### src/rtl/cdt_pkg.sv
package cdt_pkg;
  localparam int DATA_W   = 32;
  localparam int RUN_BIT  = 31;
  localparam int PER_BIT  = 30;
  localparam int PEND_BIT = 30;
  localparam int CTRL_OFF = 0;
  localparam int STAT_OFF = 4;
endpackage

### src/rtl/cdt_counter.sv
module cdt_counter #(
  parameter int CNT_W = 29
) (
  input  logic             clk,
  input  logic             rst_n,
  input  logic             tick_en,
  input  logic             load_wr,
  input  logic             load_run,
  input  logic             load_per,
  input  logic [CNT_W-1:0] load_val,
  output logic             run_o,
  output logic             per_o,
  output logic [CNT_W-1:0] load_o,
  output logic [CNT_W-1:0] count_o,
  output logic             expire_o
);
  logic             run_q, run_d, per_q, per_d;
  logic [CNT_W-1:0] load_q, load_d, cnt_q, cnt_d;
  logic             at_zero;

  assign at_zero  = (cnt_q == '0);
  assign expire_o = run_q & tick_en & ~load_wr & at_zero;

  always_comb begin
    run_d  = run_q;
    per_d  = per_q;
    load_d = load_q;
    cnt_d  = cnt_q;
    if (load_wr) begin
      run_d  = load_run;
      per_d  = load_per;
      load_d = load_val;
      cnt_d  = load_val;
    end else if (run_q && tick_en) begin
      if (at_zero) begin
        if (per_q) cnt_d = load_q;
        else       run_d = 1'b0;
      end else begin
        cnt_d = cnt_q - 1'b1;
      end
    end
  end

  always_ff @(posedge clk or negedge rst_n) begin
    if (!rst_n) begin
      run_q  <= 1'b0;
      per_q  <= 1'b0;
      load_q <= '0;
      cnt_q  <= '0;
    end else begin
      run_q  <= run_d;
      per_q  <= per_d;
      load_q <= load_d;
      cnt_q  <= cnt_d;
    end
  end

  assign run_o   = run_q;
  assign per_o   = per_q;
  assign load_o  = load_q;
  assign count_o = cnt_q;

  AST_ONESHOT_STOPS: assert property (@(posedge clk) disable iff (!rst_n)
    (expire_o && !per_q) |=> !run_q);
  AST_PERIODIC_RELOAD: assert property (@(posedge clk) disable iff (!rst_n)
    (expire_o && per_q) |=> (run_q && cnt_q == $past(load_q)));
  AST_TICK_DECREMENT: assert property (@(posedge clk) disable iff (!rst_n)
    (run_q && tick_en && !load_wr && !at_zero) |=> (cnt_q == $past(cnt_q) - 1'b1));
  AST_NO_TICK_HOLD: assert property (@(posedge clk) disable iff (!rst_n)
    (!tick_en && !load_wr) |=> $stable(cnt_q));
  AST_WRITE_RESTART: assert property (@(posedge clk) disable iff (!rst_n)
    load_wr |=> (cnt_q == $past(load_val) && run_q == $past(load_run)));
endmodule

### src/rtl/cdt_irq.sv
module cdt_irq (
  input  logic clk,
  input  logic rst_n,
  input  logic expire,
  input  logic clr,
  output logic pend_o
);
  logic pend_q, pend_d;

  always_comb begin
    pend_d = pend_q;
    if (clr)    pend_d = 1'b0;
    if (expire) pend_d = 1'b1;
  end

  always_ff @(posedge clk or negedge rst_n) begin
    if (!rst_n) pend_q <= 1'b0;
    else        pend_q <= pend_d;
  end

  assign pend_o = pend_q;

  AST_EXPIRE_WINS: assert property (@(posedge clk) disable iff (!rst_n)
    expire |=> pend_q);
  AST_CLEAR_DROPS: assert property (@(posedge clk) disable iff (!rst_n)
    (clr && !expire) |=> !pend_q);
endmodule

### src/rtl/cdt_channel.sv
module cdt_channel #(
  parameter int ADDR_W = 4,
  parameter int CNT_W  = 29
) (
  input  logic                      clk,
  input  logic                      rst_n,
  input  logic                      tick_en,
  input  logic                      wr_en,
  input  logic [ADDR_W-1:0]         wr_addr,
  input  logic [cdt_pkg::DATA_W-1:0] wr_data,
  input  logic                      rd_en,
  input  logic [ADDR_W-1:0]         rd_addr,
  output logic [cdt_pkg::DATA_W-1:0] rd_data,
  output logic                      irq
);
  import cdt_pkg::*;

  logic             wr_ctrl, wr_stat, clr;
  logic             run, per, expire, pend;
  logic [CNT_W-1:0] load, count;
  logic [DATA_W-1:0] rd_d, rd_q;
  logic             unused_bits;

  assign wr_ctrl     = wr_en && (wr_addr == ADDR_W'(CTRL_OFF));
  assign wr_stat     = wr_en && (wr_addr == ADDR_W'(STAT_OFF));
  assign clr         = wr_stat && wr_data[PEND_BIT];
  assign unused_bits = ^wr_data;

  cdt_counter #(.CNT_W(CNT_W)) u_cnt (
    .clk      (clk),
    .rst_n    (rst_n),
    .tick_en  (tick_en),
    .load_wr  (wr_ctrl),
    .load_run (wr_data[RUN_BIT]),
    .load_per (wr_data[PER_BIT]),
    .load_val (wr_data[CNT_W-1:0]),
    .run_o    (run),
    .per_o    (per),
    .load_o   (load),
    .count_o  (count),
    .expire_o (expire)
  );

  cdt_irq u_irq (
    .clk    (clk),
    .rst_n  (rst_n),
    .expire (expire),
    .clr    (clr),
    .pend_o (pend)
  );

  always_comb begin
    rd_d = '0;
    if (rd_addr == ADDR_W'(CTRL_OFF)) begin
      rd_d[CNT_W-1:0] = load;
      rd_d[PER_BIT]   = per;
      rd_d[RUN_BIT]   = run;
    end else if (rd_addr == ADDR_W'(STAT_OFF)) begin
      rd_d[CNT_W-1:0] = count;
      rd_d[PEND_BIT]  = pend;
    end
  end

  always_ff @(posedge clk or negedge rst_n) begin
    if (!rst_n)     rd_q <= '0;
    else if (rd_en) rd_q <= rd_d;
  end

  assign rd_data = rd_q;
  assign irq     = pend;

  AST_READ_HOLD: assert property (@(posedge clk) disable iff (!rst_n)
    !rd_en |=> $stable(rd_data));
  AST_ZERO_STOP: assert property (@(posedge clk) disable iff (!rst_n)
    (wr_ctrl && wr_data == '0) |=> (!run && !expire));
endmodule

### config.mk
export PLATFORM = sky130hd
export DESIGN_NAME = cdt_channel
export DESIGN_NICKNAME = d
export VERILOG_FILES = /design/src/rtl/cdt_pkg.sv /design/src/rtl/cdt_counter.sv /design/src/rtl/cdt_irq.sv /design/src/rtl/cdt_channel.sv
export SDC_FILE = /design/constraint.sdc
export NUM_CORES = 1
export LEC_CHECK = 0
export BUFFER_PORTS_ARGS = -buffer_cell sky130_fd_sc_hd__buf_2
export CAP_MARGIN = 5
export CORE_MARGIN = 10
export CORE_UTILIZATION = 50
export CTS_CLUSTER_DIAMETER = 120
export CTS_CLUSTER_SIZE = 24
export DETAILED_ROUTE_END_ITERATION = 7
export PLACE_DENSITY = 0.72
export SLEW_MARGIN = 20
export SYNTH_ARGS = -nofsm -noshare
export SYNTH_HDL_FRONTEND = slang
export SYNTH_SLANG_ARGS = --single-unit
export TNS_END_PERCENT = 20
### constraint.sdc
create_clock -name clk -period 3 [get_ports clk]
set_clock_uncertainty 0.1 [all_clocks]
set_input_delay 0.45 -clock clk [delete_from_list [all_inputs] [get_ports clk]]
set_output_delay 0.45 -clock clk [all_outputs]
set_load 0.01 [all_outputs]
Yosys cells after proc, flatten, opt, wreduce, memory -nomap -nowiden --
Cells that the tools add are included.
Storage, ports and cells: input port bits 45, output and inout port bits 33, word-level logic and storage cells 42, flip-flop bits (word level) 92
Cells by class: equality and inequality tests 4, muxes and demuxes 15, bitwise operators 4, add/sub/neg operators 1, reduce and logical (&&, ||, !) cells 12
Operator list (number):
- 29-bit two-way mux | 6
- 29-bit zero test | 1
- 29-bit by 1-bit subtractor with 29-bit output (second input constant) | 1
- 1-bit two-way mux | 9
- 4-bit by 3-bit == test with 1-bit output (second input constant) | 2
- 4-bit zero test | 2
- 2-bit nonzero test | 3
- 1-bit logical AND | 4
- 1-bit bitwise AND | 3
- 3-bit by 1-bit inequality test with 1-bit output (second input constant) | 1
- 3-bit AND reduction | 1
- 2-bit by 1-bit inequality test with 1-bit output (second input constant) | 1
- 2-bit AND reduction | 1
- 1-bit inverter | 1

Depth between registers and ports, before layout --
depth after elaboration 6, mapped depth 9, mapped depth without buffers 8

Cells and area by module --
A second synthesis with hierarchy kept.
Second synthesis, totals: cell total of the unflattened synthesis 501, area, all modules 5052.3 um^2
By module, submodules not included:
- cdt_counter | instances 1, cells each 356, area an instance 3280.6 um^2, sequential area each 1501.4 um^2
- cdt_channel | instances 1, cells each 142, area an instance 1735.4 um^2, sequential area each 775.7 um^2
- cdt_irq | instances 1, cells each 3, area an instance 36.3 um^2, sequential area each 25.0 um^2

Least setup slack after synthesis --
No wires, ideal clock.
path type reg-to-reg, start reg u_cnt.cnt_q[0], in the netlist u_cnt.count_o[0], end reg u_cnt.cnt_q[28], in the netlist u_cnt.count_o[28], arrival 1935 ps, path slack 844 ps, period minus slack after synthesis 2156 ps, buffers on the path 1, setup time 122 ps, cell stages (with the launch flop) 9, data required time 2778 ps, path through dfrtp_1 > inv_1 > ha_1 > nor3b_4 > nand2_1 > nor3_4 > a22oi_2 > buf_6 > a32o_1
Between the ends: cells in the longest elaborated chain, start to end 4, elaborated cells on any way between the ends 7, those cells by class add/sub: 1; eq/ne: 1; mux: 3; reduce/logical: 2
RTL lines:
- start: declaration | line cdt_counter.sv:18 | logic [CNT_W-1:0] load_q, load_d, cnt_q, cnt_d;
- start signal: assignment | line cdt_counter.sv:54 | cnt_q <= cnt_d;
- 29-bit by 1-bit subtractor with 29-bit output or 29-bit zero test (tied branches) | line cdt_counter.sv:39, cdt_counter.sv:21
- 29-bit two-way mux | line cdt_counter.sv:35 | if (at_zero) begin
- 29-bit two-way mux | line cdt_counter.sv:34 | end else if (run_q && tick_en) begin
- 29-bit two-way mux | line cdt_counter.sv:29 | if (load_wr) begin
Parallel ways exist; a longest one is shown, timed or not. The select of a mux whose other input is x is not followed. A chain may end at the register's enable or synchronous reset.

Worst setup path in the final report --
start reg u_cnt.cnt_q[0], in the netlist u_cnt.count_o[0], end reg u_cnt.cnt_q[19], in the netlist u_cnt.count_o[19]
Same word-level chain as after synthesis.

==> out/metrics.csv <==
stage,metric,value,unit
power_and_ir_drop,Leak,2.491,nW
timing,final worst slack,0.4248,ns
layout,"Net count, final",645,
route,# DRC,0,
worst_setup_path,crit start category,flop,
worst_setup_path,crit end category,flop,
route,Vias/cell,5.825,
cts,H-tree depth,3,
placed_design,Buffers on Ports,75,
route,routed len/inst,18.00,um
placed_design,placed cells,717,
worst_setup_path,CP Capture Point,u_cnt.count_o[19]$_DFFE_PN0P_,
timing,Fmax,388.3,MHz
worst_setup_path,Reg-to-Reg Start,u_cnt.count_o[0]$_DFFE_PN0P_,
route,vias,4270,
worst_setup_path,"Slowest-stage cell, CP",dfrtp_1,
layout,layout cells sized above 1,20.20,%
global_routing,largest net degree at the start of global routing,63,
floorplan,Starting Density,51.44,%
placed_design,DP Worst Slack,0.4546,ns
logic_synthesis,Synth Register Bits,92,
logic_synthesis,Post-Syn Instances,535,
logic_synthesis,Mapped Avg Cell Area,8.885,sq um
worst_setup_path,"Data arrival, critical path",2.71,ns
floorplan,Cell Rows,35,
global_routing,total global-route track usage,18.87,%
layout,design area,5418,sq um
route,Routed Antenna Nets,0,
worst_setup_path,Crit Path Max Fanout,8,
worst_setup_path,CP Data Required Time,3.14,ns
worst_setup_path,worst reg2reg setup slack,0.42,ns
logic_synthesis,Area contributors post-synth,"dfrtp_1 48%, nand2_1 8.0%, a21oi_1 4.8%",
layout,Post-Layout Cell Count,733,
timing,fin crit share,85.84,%
power_and_ir_drop,Pwr per Cell Area,703.7,nW/um^2
logic_synthesis,fraction of registers with async set/reset,100.0,%
global_routing,grt ovf,0,
layout,Final Util,58.63,%
cts,postcts setup bufs,0,
logic_synthesis,Synth Flop Type,dfrtp_1,
timing,final slew viol count,0,
logic_synthesis,Yosys warning total,0,
cts,CTS tree,yes,
cts,CTS clock-pin slew for the worst setup and hold paths,0.09,ns
floorplan,Die H,117.5,um
logic_synthesis,largest area contributor in the netlist,dfrtp_1,
logic_synthesis,Synthesized Nets,581,
timing,Tmin final,2.575,ns
route,DRT iter0 DRCs,296,
cts,post-CTS sizing,0,
logic_synthesis,Synth cell types,63,
timing,Final Hold Vio Count,0,
worst_setup_path,RR Endpoint,u_cnt.count_o[19]$_DFFE_PN0P_,
route,DR pass1 iterations,5,
power_and_ir_drop,worst vdd ir,303.6,uV
cts,CTS sink count,92,
floorplan,core region area,9240,sq um
placed_design,Detail Placement HPWL,9.132,mm
layout,# fillers,875,
cts,total CTS buffers,9,
cts,Clock Tree Buf Depth,2,
run_status,status,"complete, no violations",
worst_setup_path,critical-path cell list,inv_1 > ha_1 > nor3b_4 > nand4_2 > o21ai_1 > buf_4 > nor2_1 > a221oi_1 > o22ai_1,
timing,setup TNS,0,ns
timing,final hold slack,0.07476,ns
logic_synthesis,Post-synth EDFFs,0,
global_routing,first-pass GRT wire length,22.10,mm
floorplan,die area,13810,sq um
timing,max_slew headroom,32.72,%
global_routing,vias in the first global route,4301,
route,Total Wirelength,13.20,mm
layout,Antenna diodes,0,
cts,hold_buf cts,0,
timing,RSZ-0062 raised after global routing,no,
floorplan,IO Pins,78,
worst_setup_path,WS Path Type,reg2reg,
global_routing,initial antenna violation count,0,
min_path,hold crit path type,in2async,
cts,worst skew pair latency,0.35,ns
timing,"Setup violations, final",0,
cts,Root Buffer,clkbuf_8,
timing,worst slew pin tran,1.009,ns
worst_setup_path,largest stage delay on the critical path,0.44,ns
logic_synthesis,Synth top area share,48.43,%
placed_design,DP Area,5233,sq um
floorplan,Die X,117.5,um
worst_setup_path,reg2reg path depth,9,
logic_synthesis,Mapped Area,4753,sq um
logic_synthesis,sequential share of the synthesized area,48.43,%
placed_design,Final GP Congestion,0.9003,
power_and_ir_drop,Pwr Total,3.812,mW
worst_setup_path,worst setup path start,u_cnt.count_o[0]$_DFFE_PN0P_,
job,max_cap viols,0,
layout,area delta synth->final,13.98,%
-- flip-flops by register name, summed over array words and instances, names as in the netlist --
register / flops
rd_data: 31
u_cnt.count_o: 29
u_cnt.load_o: 29
u_cnt.per_o: 1
u_cnt.run_o: 1
u_irq.pend_o: 1
-- layout make-up --
cell class,instances,area [sq um],area share (%)
sequential,92,2302,42.49
clock inverter,4,50.05,0.9238
inverter,6,22.52,0.4157
clock buffer,12,135.1,2.494
timing repair buffer,91,510.5,9.423
tap,129,161.4,2.979
multi-input combinational,399,2236,41.27
-- worst max-delay path: cells and delay by family (launching register included) --
kind	cells	cell delay, ns
AOI/OAI and AO/OA	3	0.78
adders and majority gates	1	0.18
buffers and inverters	2	0.34
DFF	1	0.44
and+or+nand+nor	3	0.62
-- cell families after synthesis --
logic type	share of synthesized area (%)
other	0.07889
XOR/XNOR	0.5529
AND/OR/NAND/NOR	22.90
flip-flops	48.43
AO/OA/AOI/OAI	22.82
buffers and inverters	4.949
adder cells (fa/ha/maj)	0.2632
-- metal layers --
layer	global-route usage, %	up-vias	routed length [um]	part of all wire [%]
met2	31.08	154	6406	49
met5	0	-	0	0
met1	25.00	2057	5849	44
met3	3.453	14	799	6.1
li1	-	2045	-	-
met4	4.560	0	141	1.1
-- power breakdown --
group / switching [mW] / leakage, nW / internal, mW
logic: 0.643 / 1.23 / 0.475
registers: 0.373 / 1.17 / 1.51
clock network: 0.423 / 0.0866 / 0.385
total: 1.44 / 2.49 / 2.37
-- synth_stat cells (3+ instances only) --
cell and instances:
nand2_1 101, dfrtp_1 92, nor2_1 60, a21oi_1 46, o21ai_0 39, a22oi_1 30
clkbuf_1 22, nor3_1 13, nand3_1 12, nor4_1 8, buf_6 7, a211oi_1 6
inv_1 6, a21o_1 5, a22o_1 5, a31oi_1 5, o21ai_1 5, and3_1 4
buf_2 4, and2_1 3, buf_4 3, nand2b_1 3, nor4_4 3
-- cell usage in the layout (no fill, tap or decap), drive strengths merged, types with 2 or more instances in the layout --
| cell | n |
|---|---|
| a22o | 6 |
| a32o | 2 |
| o311ai | 2 |
| nor3b | 3 |
| or3 | 2 |
| a211oi | 6 |
| and2 | 3 |
| o221ai | 2 |
| a21o | 5 |
| buf | 91 |
| inv | 6 |
| nor4 | 11 |
| a31oi | 5 |
| o211ai | 3 |
| and3 | 4 |
| clkbuf | 12 |
| clkinvlp | 2 |
| o21ai | 44 |
| nand2b | 3 |
| a221oi | 2 |
| nand3 | 12 |
| nor4b | 2 |
| a21oi | 47 |
| a22oi | 31 |
| nor2 | 60 |
| nor3 | 16 |
| o2111ai | 2 |
| nand4 | 4 |
| a221o | 2 |
| xnor2 | 2 |
| dfrtp | 92 |
| nand2 | 101 |
-- worst min path at each step --
stage / to / slack (ns) / cells past startpoint
after floorplan: rd_data[0]$_DFFE_PN0P_ / 0.05 / 0
final: rd_data[11]$_DFFE_PN0P_ / 0.07 / 1
after detailed placement: u_cnt.load_o[7]$_DFFE_PN0P_ / 0.39 / 2
after CTS: rd_data[11]$_DFFE_PN0P_ / 0.10 / 1
after global placement: u_cnt.load_o[28]$_DFFE_PN0P_ / 0.38 / 2
after global routing: rd_data[11]$_DFFE_PN0P_ / 0.13 / 1
No activity file was read; power rests on OpenSTA's default activity.
